**config.mk**
```make
export PLATFORM = sky130hd
export DESIGN_NAME = adc_scan_source
export DESIGN_NICKNAME = d
export VERILOG_FILES = /design/src/rtl/adc_scan_pkg.sv /design/src/rtl/scan_sync.sv /design/src/rtl/scan_edge.sv /design/src/rtl/scan_cfg_reg.sv /design/src/rtl/scan_pend_arb.sv /design/src/rtl/adc_scan_source.sv
export SDC_FILE = /design/constraint.sdc
export NUM_CORES = 1
export LEC_CHECK = 0
export ABC_AREA = 1
export BUFFER_PORTS_ARGS = -buffer_cell sky130_fd_sc_hd__buf_2
export CAP_MARGIN = 15
export CORE_UTILIZATION = 45
export DETAILED_ROUTE_END_ITERATION = 8
export PLACE_DENSITY_LB_ADDON = 0.12
export SYNTH_ARGS = -nofsm -noshare
export SYNTH_HDL_FRONTEND = slang
export SYNTH_SLANG_ARGS = --single-unit
```
**constraint.sdc**
```tcl
create_clock -name clk -period 1.4 [get_ports clk]
set_input_delay 0.28 -clock clk [delete_from_list [all_inputs] [get_ports clk]]
set_output_delay 0.28 -clock clk [all_outputs]
set_load 0.02 [all_outputs]
```
**src/rtl/adc_scan_pkg.sv**
```systemverilog
package adc_scan_pkg;

  localparam int CFG_W  = 32;
  localparam int B_GATE = 0;
  localparam int B_TRIG = 2;
  localparam int B_IRQ  = 3;
  localparam int B_SCAN = 4;
  localparam int B_LDM  = 5;
  localparam int B_LVL  = 7;
  localparam int B_CLR  = 8;
  localparam int B_LOAD = 9;
  localparam int B_RPT  = 16;

  typedef enum logic [1:0] {
    GATE_OFF  = 2'd0,
    GATE_ANY  = 2'd1,
    GATE_HIGH = 2'd2,
    GATE_LOW  = 2'd3
  } gate_mode_e;

  typedef struct packed {
    logic       rpt_dis;
    logic       ld_or;
    logic       autoscan;
    logic       irq_en;
    logic       trig_en;
    gate_mode_e gate;
  } scan_cfg_t;

endpackage

```
**src/rtl/scan_sync.sv**
```systemverilog
module scan_sync #(
  parameter int STAGES = 2
) (
  input  logic clk,
  input  logic rst_n,
  input  logic d,
  output logic q
);
  logic [STAGES-1:0] sh_q;
  logic [STAGES-1:0] sh_d;

  assign sh_d = {sh_q[STAGES-2:0], d};

  always_ff @(posedge clk or negedge rst_n) begin
    if (!rst_n) sh_q <= '0;
    else        sh_q <= sh_d;
  end

  assign q = sh_q[STAGES-1];
endmodule

```
**src/rtl/scan_edge.sv**
```systemverilog
module scan_edge (
  input  logic clk,
  input  logic rst_n,
  input  logic d,
  input  logic fall_sel,
  output logic pulse
);
  logic d_q;

  always_ff @(posedge clk or negedge rst_n) begin
    if (!rst_n) d_q <= 1'b0;
    else        d_q <= d;
  end

  always_comb begin
    if (fall_sel) pulse = d_q & ~d;
    else          pulse = ~d_q & d;
  end
endmodule

```
**src/rtl/scan_cfg_reg.sv**
```systemverilog
module scan_cfg_reg
  import adc_scan_pkg::*;
#(
  parameter int DW = CFG_W
) (
  input  logic          clk,
  input  logic          rst_n,
  input  logic          wr_en,
  input  logic [DW-1:0] wdata,
  input  logic          gate_lvl,
  output scan_cfg_t     cfg,
  output logic          clr_cmd,
  output logic          load_cmd,
  output logic [DW-1:0] rdata
);
  scan_cfg_t cfg_q;
  scan_cfg_t cfg_d;

  always_comb begin
    cfg_d = cfg_q;
    if (wr_en) begin
      cfg_d.gate     = gate_mode_e'(wdata[B_GATE +: 2]);
      cfg_d.trig_en  = wdata[B_TRIG];
      cfg_d.irq_en   = wdata[B_IRQ];
      cfg_d.autoscan = wdata[B_SCAN];
      cfg_d.ld_or    = wdata[B_LDM];
      cfg_d.rpt_dis  = wdata[B_RPT];
    end
  end

  always_ff @(posedge clk or negedge rst_n) begin
    if (!rst_n) cfg_q <= '0;
    else        cfg_q <= cfg_d;
  end

  assign clr_cmd  = wr_en & wdata[B_CLR];
  assign load_cmd = wr_en & wdata[B_LOAD];
  assign cfg      = cfg_q;

  always_comb begin
    rdata               = '0;
    rdata[B_GATE +: 2]  = cfg_q.gate;
    rdata[B_TRIG]       = cfg_q.trig_en;
    rdata[B_IRQ]        = cfg_q.irq_en;
    rdata[B_SCAN]       = cfg_q.autoscan;
    rdata[B_LDM]        = cfg_q.ld_or;
    rdata[B_LVL]        = gate_lvl;
    rdata[B_RPT]        = cfg_q.rpt_dis;
  end
endmodule

```
**src/rtl/scan_pend_arb.sv**
```systemverilog
module scan_pend_arb
  import adc_scan_pkg::*;
#(
  parameter int NCH = 8,
  localparam int CW = $clog2(NCH)
) (
  input  logic           clk,
  input  logic           rst_n,
  input  scan_cfg_t      cfg,
  input  logic [NCH-1:0] sel,
  input  logic           gate_lvl,
  input  logic           clr_cmd,
  input  logic           ext_load,
  input  logic           conv_done,
  input  logic           conv_cancel,
  output logic [NCH-1:0] pend,
  output logic           conv_start,
  output logic [CW-1:0]  conv_chan,
  output logic           src_irq
);
  typedef enum logic {ST_IDLE, ST_BUSY} arb_state_e;

  arb_state_e     state_q, state_d;
  logic [NCH-1:0] pend_q, pend_d;
  logic [CW-1:0]  act_q, act_d;
  logic           start_q, start_d;
  logic           irq_q, irq_d;

  logic           gate_ok;
  logic [CW-1:0]  pick;
  logic [NCH-1:0] act_oh;
  logic           busy;
  logic           src_evt;
  logic           load_evt;
  logic           retire;

  always_comb begin
    unique case (cfg.gate)
      GATE_OFF:  gate_ok = 1'b0;
      GATE_ANY:  gate_ok = 1'b1;
      GATE_HIGH: gate_ok = gate_lvl;
      default:   gate_ok = ~gate_lvl;
    endcase
  end

  always_comb begin
    pick = '0;
    for (int i = NCH - 1; i >= 0; i--) begin
      if (pend_q[i]) pick = CW'(i);
    end
  end

  assign busy     = (state_q == ST_BUSY);
  assign act_oh   = NCH'(1) << act_q;
  assign src_evt  = busy & conv_done & ((pend_q & ~act_oh) == '0);
  assign load_evt = ext_load | (cfg.autoscan & src_evt);
  assign retire   = busy & (conv_done | (conv_cancel & cfg.rpt_dis));

  always_comb begin
    pend_d = pend_q;
    if (clr_cmd) pend_d = '0;
    if (retire)  pend_d = pend_d & ~act_oh;
    if (load_evt) begin
      if (cfg.ld_or) pend_d = pend_d | sel;
      else           pend_d = sel;
    end
  end

  always_comb begin
    state_d = state_q;
    act_d   = act_q;
    start_d = 1'b0;
    if (busy) begin
      if (conv_done || conv_cancel) state_d = ST_IDLE;
    end else if (gate_ok && (pend_q != '0)) begin
      state_d = ST_BUSY;
      act_d   = pick;
      start_d = 1'b1;
    end
    irq_d = cfg.irq_en & src_evt;
  end

  always_ff @(posedge clk or negedge rst_n) begin
    if (!rst_n) begin
      state_q <= ST_IDLE;
      pend_q  <= '0;
      act_q   <= '0;
      start_q <= 1'b0;
      irq_q   <= 1'b0;
    end else begin
      state_q <= state_d;
      pend_q  <= pend_d;
      act_q   <= act_d;
      start_q <= start_d;
      irq_q   <= irq_d;
    end
  end

  assign pend       = pend_q;
  assign conv_start = start_q;
  assign conv_chan  = act_q;
  assign src_irq    = irq_q;

  AST_START_PULSE: assert property (@(posedge clk) disable iff (!rst_n)
    conv_start |=> !conv_start);
  AST_ONE_OUTSTANDING: assert property (@(posedge clk) disable iff (!rst_n)
    (busy && !conv_done && !conv_cancel) |=> !conv_start);
  AST_RESP_LEGAL: assert property (@(posedge clk) disable iff (!rst_n)
    (conv_done || conv_cancel) |-> (busy && !(conv_done && conv_cancel)));
  AST_GATE_BLOCK: assert property (@(posedge clk) disable iff (!rst_n)
    !gate_ok |=> !conv_start);
  AST_GATE_GO: assert property (@(posedge clk) disable iff (!rst_n)
    (!busy && gate_ok && (pend_q != '0)) |=> conv_start);
  AST_DONE_RETIRE: assert property (@(posedge clk) disable iff (!rst_n)
    (busy && conv_done && !load_evt) |=> ((pend_q & $past(act_oh)) == '0));
  AST_CANCEL_KEEP: assert property (@(posedge clk) disable iff (!rst_n)
    (busy && conv_cancel && !cfg.rpt_dis && !clr_cmd && !(load_evt && !cfg.ld_or))
    |=> ((pend_q & $past(act_oh)) == ($past(pend_q) & $past(act_oh))));
  AST_CLEAR_WINS: assert property (@(posedge clk) disable iff (!rst_n)
    (clr_cmd && !load_evt) |=> (pend_q == '0));
  AST_COMBINE: assert property (@(posedge clk) disable iff (!rst_n)
    (load_evt && cfg.ld_or && !clr_cmd) |=> ((pend_q & $past(sel)) == $past(sel)));
  AST_IRQ_SINGLE: assert property (@(posedge clk) disable iff (!rst_n)
    src_irq |=> !src_irq);
endmodule

```
**src/rtl/adc_scan_source.sv**
```systemverilog
module adc_scan_source
  import adc_scan_pkg::*;
#(
  parameter int NCH  = 8,
  parameter int DW   = CFG_W,
  parameter int SYNC = 2,
  localparam int CW  = $clog2(NCH)
) (
  input  logic           clk,
  input  logic           rst_n,
  input  logic           ctrl_wr,
  input  logic [DW-1:0]  ctrl_wdata,
  output logic [DW-1:0]  ctrl_rdata,
  input  logic           sel_wr,
  input  logic [NCH-1:0] sel_wdata,
  output logic [NCH-1:0] sel_rdata,
  output logic [NCH-1:0] pend_rdata,
  input  logic           gate_in,
  input  logic           trig_in,
  input  logic           trig_fall,
  output logic           conv_start,
  output logic [CW-1:0]  conv_chan,
  input  logic           conv_done,
  input  logic           conv_cancel,
  output logic           src_irq
);
  logic [1:0]     rst_sh_q;
  logic           rst_sync_n;
  logic [NCH-1:0] sel_q, sel_d;
  logic           gate_lvl;
  logic           trig_lvl;
  logic           trig_edge;
  scan_cfg_t      cfg;
  logic           clr_cmd;
  logic           load_cmd;
  logic           ext_load;

  always_ff @(posedge clk or negedge rst_n) begin
    if (!rst_n) rst_sh_q <= 2'b00;
    else        rst_sh_q <= {rst_sh_q[0], 1'b1};
  end
  assign rst_sync_n = rst_sh_q[1];

  always_comb begin
    sel_d = sel_q;
    if (sel_wr) sel_d = sel_wdata;
  end

  always_ff @(posedge clk or negedge rst_sync_n) begin
    if (!rst_sync_n) sel_q <= '0;
    else             sel_q <= sel_d;
  end
  assign sel_rdata = sel_q;

  scan_sync #(.STAGES(SYNC)) i_gate_sync (
    .clk(clk), .rst_n(rst_sync_n), .d(gate_in), .q(gate_lvl)
  );

  scan_sync #(.STAGES(SYNC)) i_trig_sync (
    .clk(clk), .rst_n(rst_sync_n), .d(trig_in), .q(trig_lvl)
  );

  scan_edge i_trig_edge (
    .clk(clk), .rst_n(rst_sync_n), .d(trig_lvl), .fall_sel(trig_fall),
    .pulse(trig_edge)
  );

  scan_cfg_reg #(.DW(DW)) i_cfg (
    .clk(clk), .rst_n(rst_sync_n), .wr_en(ctrl_wr), .wdata(ctrl_wdata),
    .gate_lvl(gate_lvl), .cfg(cfg), .clr_cmd(clr_cmd), .load_cmd(load_cmd),
    .rdata(ctrl_rdata)
  );

  assign ext_load = load_cmd | (cfg.trig_en & trig_edge);

  scan_pend_arb #(.NCH(NCH)) i_arb (
    .clk(clk), .rst_n(rst_sync_n), .cfg(cfg), .sel(sel_q),
    .gate_lvl(gate_lvl), .clr_cmd(clr_cmd), .ext_load(ext_load),
    .conv_done(conv_done), .conv_cancel(conv_cancel),
    .pend(pend_rdata), .conv_start(conv_start), .conv_chan(conv_chan),
    .src_irq(src_irq)
  );

  AST_TRIG_OFF: assert property (@(posedge clk) disable iff (!rst_sync_n)
    (!cfg.trig_en && !load_cmd && !clr_cmd && !conv_done && !conv_cancel)
    |=> $stable(pend_rdata));
endmodule

```
# Yosys cells after proc, flatten, opt, wreduce, memory -nomap -nowiden
# Index checks and enable logic that the tools add are counted.
op_classes:
  bitwise_logic: 22
  mux: 18
  n_eq_ne: 2
  shift: 1
  n_reduce_logical: 6
ops:
  columns: ["cell", "count"]
  rows:
  - ["two-way mux 8 bit", 4]
  - ["two-way mux 3 bit", 8]
  - ["bitwise AND 8 bit", 2]
  - ["bitwise AND 1 bit", 11]
  - ["zero test 8 bit", 1]
  - ["inverter 8 bit", 1]
  - ["OR 8 bit", 1]
  - ["nonzero test 8 bit", 1]
  - ["<< shifter 1 x 3 -> 8 bit (first input constant)", 1]
  - ["two-way mux 1 bit", 5]
  - ["inverter 1 bit", 4]
  - ["OR 1 bit", 3]
  - ["case mux 1 bit (3 select lines)", 1]
  - ["equality test 2 x 1 -> 1 bit (second input constant)", 1]
  - ["equality test 2 bit (second input constant)", 1]
  - ["zero test 2 bit", 1]
  - ["AND reduction 2 bit", 1]
  - ["logical AND 1 bit", 1]
  - ["logical OR 1 bit", 1]
totals:
  in_bits: 49
  reg_bits: 36
  out_inout_bits: 53

# Longest topological paths before layout
logic_depth:
  depth_word: 8
  ltp_mapped: 10
  mapped_depth_nobuf: 9

# Modules after synthesis
# Synthesis repeated with hierarchy kept, for this count alone.
hier_totals:
  cells_unflattened: 276
  hier_area_um2: 2049.5
modules_own_cells:
  columns: ["mod", "area_per_inst_um2", "seq_area_each_um2", "cells_per_inst", "instances"]
  rows:
  - ["scan_pend_arb", 1001.0, 350.3, 158, 1]
  - ["scan_cfg_reg", 528.0, 175.2, 67, 1]
  - ["adc_scan_source", 370.4, 250.2, 40, 1]
  - ["scan_sync", 50.0, 50.0, 2, 2]
  - ["scan_edge", 50.0, 25.0, 7, 1]

# Worst setup path before layout
# No wires, ideal clock.
synth_path:
  path_type: "flip-flop to flip-flop"
  start: "register i_arb.act_q[0], in the netlist i_arb.conv_chan[0]"
  end: "register i_arb.pend_q[0], in the netlist i_arb.pend[0]"
  slack_ps: -16
  stages_incl_launch_ff: 11
  t_arrival_ps: 1350
  synth_period_minus_slack_ps: 1416
  required_time_ps: 1333
  path_cell_list: "dfrtp_1 > buf_6 > nor2_8 > nand2_2 > nand2_2 > nand3_2 > nor2_4 > nand3_4 > nand2_4 > nand2_1 > nand2_1"
synth_between:
  elab_chain_len: 8
  elab_cells_between_ends: 12
  cone_classes: "shift (1); mux (3); bitwise (7); reduce/logical (1)"
synth_lines:
  columns: ["element", "line_no", "rtl"]
  rows:
  - ["start, declared", "scan_pend_arb.sv:25", "logic [CW-1:0] act_q, act_d;"]
  - ["start signal, assigned", "scan_pend_arb.sv:93", "act_q <= act_d;"]
  - ["<< shifter 1 x 3 -> 8 bit (*)", "scan_pend_arb.sv:54", "assign act_oh = NCH'(1) << act_q;"]
  - ["inverter 8 bit (*)", "scan_pend_arb.sv:55, scan_pend_arb.sv:62", null]
  - ["bitwise AND 8 bit", "scan_pend_arb.sv:55", "assign src_evt = busy & conv_done & ((pend_q & ~act_oh) == '0);"]
  - ["zero test 8 bit", "scan_pend_arb.sv:55", null]
  - ["bitwise AND 1 bit", "scan_pend_arb.sv:55", null]
  - ["bitwise AND 1 bit", "scan_pend_arb.sv:56", "assign load_evt = ext_load | (cfg.autoscan & src_evt);"]
  - ["OR 1 bit", "scan_pend_arb.sv:56", null]
  - ["two-way mux 8 bit (*)", "scan_pend_arb.sv:63", "if (load_evt) begin"]
  - ["named net i_arb.pend_d[0]", "scan_pend_arb.sv:24", "logic [NCH-1:0] pend_q, pend_d;"]
  - ["end signal, assigned", "scan_pend_arb.sv:92", "pend_q <= pend_d;"]
  - ["end, declared", "scan_pend_arb.sv:24", null]
# The timed path passes the listed nets; every way through them passes the cells marked *.
# A chain may end at the register's enable or synchronous reset.

# Worst setup path in the final report
# Ends and elaborated chain as after synthesis.

==> impl_results.md <==
* R2R Setup Slk at -0.08 ns
* Pre-CTS setup slack at -0.0688 ns
* Initial antenna violation count at 0
* Top cell type by total area after synthesis: dfrtp_1
* Failing checks: negative setup slack
* Max-cap viol count at 0
* Leakage at 0.00143 µW
* Die height at just under 70 µm
* Slowest CP cell: dfrtp_2
* Routed Antenna Nets at 0
* Arrival @ worst endpoint at 1.70 ns
* N_diodes at 0
* YS warnings at 0
* Peak VDD IR at roughly 770 µV
* Pwr Density at roughly 1600 nW/µm²
* RSZ-0062 raised after global routing: true
* Reg clk slew, reported paths at 0.07 ns
* Largest net degree at the start of global routing at 21
* Io pins at 102
* Critical path's largest stage delay at 0.49 ns
* Worst Hold Depth at 1
* 1st-iter DRT viols at between 40 and 50
* Global-route wire length before repair at between 7000 and 8000 µm
* Worst R2R Start: i_arb.conv_chan[0]
* Critical path class: flop to flop
* Final wirelength at 4250 µm
* Cells along the critical path: inv_2 > nand3_1 > nand2_2 > nand2_2 > nor2_4 > nand3_4 > nand2_8 > nand2_1 > nand2_1
* Cell variety after synth at 28
* Crit share post-route at 106%
* Routed vias/inst at 4.63
* CTS Root Cell: clkbuf_8
* Worst Setup Start Kind: flop
* Synthesized area at 2010 µm²
* IO buf count at 54
* Synth top area cells: dfrtp_1 (45%), nand2_1 (10%), buf_4 (9.4%), inv_1 (5.8%), o21ai_0 (5.7%)
* Count of final hold-check violations at 0
* Clock Skews at between 0.003 and 0.004 ns
* Layout cell share with drive strength beyond 1 at 38.3%
* Final setup fails at 8
* Hold WC Path Type: input port to flop
* CTS tree: done
* RR Endpoint: i_arb.pend[0]
* Post-DP HPWL at 3200 µm
* # nets final at 377
* Number of global-route vias before repair at around 1.7k
* Vias at 1755
* Drc violations at 0
* Die area at 4730 µm²
* Crit Path Max Fanout at 8
* Average size of a mapped cell at 8.29 µm²
* Total track usage at a little over a fifth
* Number of H-tree levels at 2
* Nature of the critical path endpoint: flop
* Die width at around 69 µm
* Min-Delay Startpoint: gate_in
* Mapped Cells at 242
* Most frequent cells in the layout: buf_2 (54), nand2_1 (48), dfrtp_1 (33)
* CTS Buf Count at 5
* Core Rows at 23
* Inst Count DP at 360
* CORE AREA at 4140 µm²
* Initial DRT Pass Iterations at 4
* Routed len/inst at 11.2 µm
* Later-pin clock latency in the skew report at between 0.2 and 0.3 ns
* Cell count of the worst reg-to-reg path at 9
* Post-route worst setup slack at -0.0771 ns
* Required @ worst endpoint at 1.63 ns
* Seq cells post-synth at 36
* Fin crit period at about 1.5 ns
* Clk sinks at 36
* Non-filler instance count after layout at roughly 380
* Remaining Overflow, GRT at 0
* Share of the synthesized area in the top cell type at 44.9%
* Synth-to-Final Area Change at 30.6%
* F_max at 677 MHz
* Sequential-to-total area share from yosys stat at 44.9%
* Starting Density at 48.4%
* GPL Wtd Cong at between 0.9 and 1
* Max Buffers Root-to-Sink at 2
* Final Max Tran Viols at 0
* Most common cell after layout, fill and taps aside: buf_2
* Hold Path End: i_gate_sync.sh_q[0]
* Status: finished, violations left
## per-stage QoR
step	hold WS (ns)	utilization (%)	setup TNS [ns]	total power [µW]	instance area [µm²]
6_report	0.0922	63.2	-0.561	4240	2620
5_1_grt	0.0785	63.2	-1.46	4530	2620
4_1_cts	0.0848	62.4	-0.323	4220	2580
3_5_place_dp	0.0668	56.9	-0.495	3010	2360
3_3_place_gp	0.0660	56.9	-0.317	2990	2360
2_1_floorplan	-0.0156	-	0	2500	2100
## worst max-delay path by stage
stage | start | end
floorplan | i_arb.conv_chan[0] | i_arb.pend[0]
global placement | i_arb.conv_chan[0] | i_arb.pend[0]
detailed placement | i_arb.conv_chan[0] | i_arb.pend[0]
CTS | i_arb.conv_chan[0] | i_arb.pend[4]
global route | i_arb.conv_chan[0] | i_arb.pend[5]
finish | i_arb.conv_chan[0] | i_arb.pend[0]
## sequential cells by signal, summed over array words and instances, names as in the netlist, 2 cells and up
signal and cells:
rst_sh_q 2, i_arb.pend 8, i_gate_sync.sh_q 2, i_trig_sync.sh_q 2, i_arb.conv_chan 3, sel_rdata 8
i_cfg.cfg 7
## layout make-up
cell class              instances  area, µm²
fillers                       381       1520
flip-flops and latches         36        905
multi-input cells             166        881
repair buffers                 85        513
inverters                      34        133
clock buffers                   7       96.3
well taps                      50       62.6
clock inverters                 1       30.0
## layer usage
layer | vias to the layer above | share of wire (%) | track usage [%]
met2 | 60 | 48 | 33.9
met1 | 786 | 44 | 26.6
met5 | - | 0 | 0
li1 | 899 | - | -
met4 | 0 | 2.4 | 10.5
met3 | 10 | 5.1 | 5.43
## synth_stat cells (all sizes together)
library cell / count
clkbuf: 1
nand3: 22
conb: 2
buf: 29
nor3: 3
inv: 34
a22oi: 1
nand4: 7
o21ai: 23
a21oi: 2
dfrtp: 36
xor2: 1
nor4: 1
a31oi: 1
o31ai: 1
nor2: 13
mux2: 5
nand2: 60
## timing repair
action / CTS / global route
pin swaps: 0 / 3
cloned: 1 / 0
buffers inserted: 8 / 1
gates resized for setup: 10 / 7
setup endpoints to repair: 8 / 14
hold buffers: 1 / 0
hold endpoints to repair: 2 / 0
## power by group
group / switching [µW] / internal, µW
Combinational: 1020 / 789
Sequential: 233 / 1210
Clock: 364 / 628
Total: 1610 / 2630
## cell families (layout without fill, tap and decap cells)
family	Yosys count	after routing	share of synthesized area, %
XOR/XNOR	1	1	0.437
buffers and inverters	64	127	18.1
AND/OR/NAND/NOR	106	107	25.8
flip-flops	36	36	44.9
other	2	25	0.374
AO/OA/AOI/OAI	28	28	7.55
multiplexers	5	5	2.81
## worst max-delay path, delay by kind of cell (launching register included)
family	cells	cell delay, ns
buf+inv	1	0.12
flops	1	0.49
simple gates	8	0.80
No activity file was read; power rests on OpenSTA's default activity.
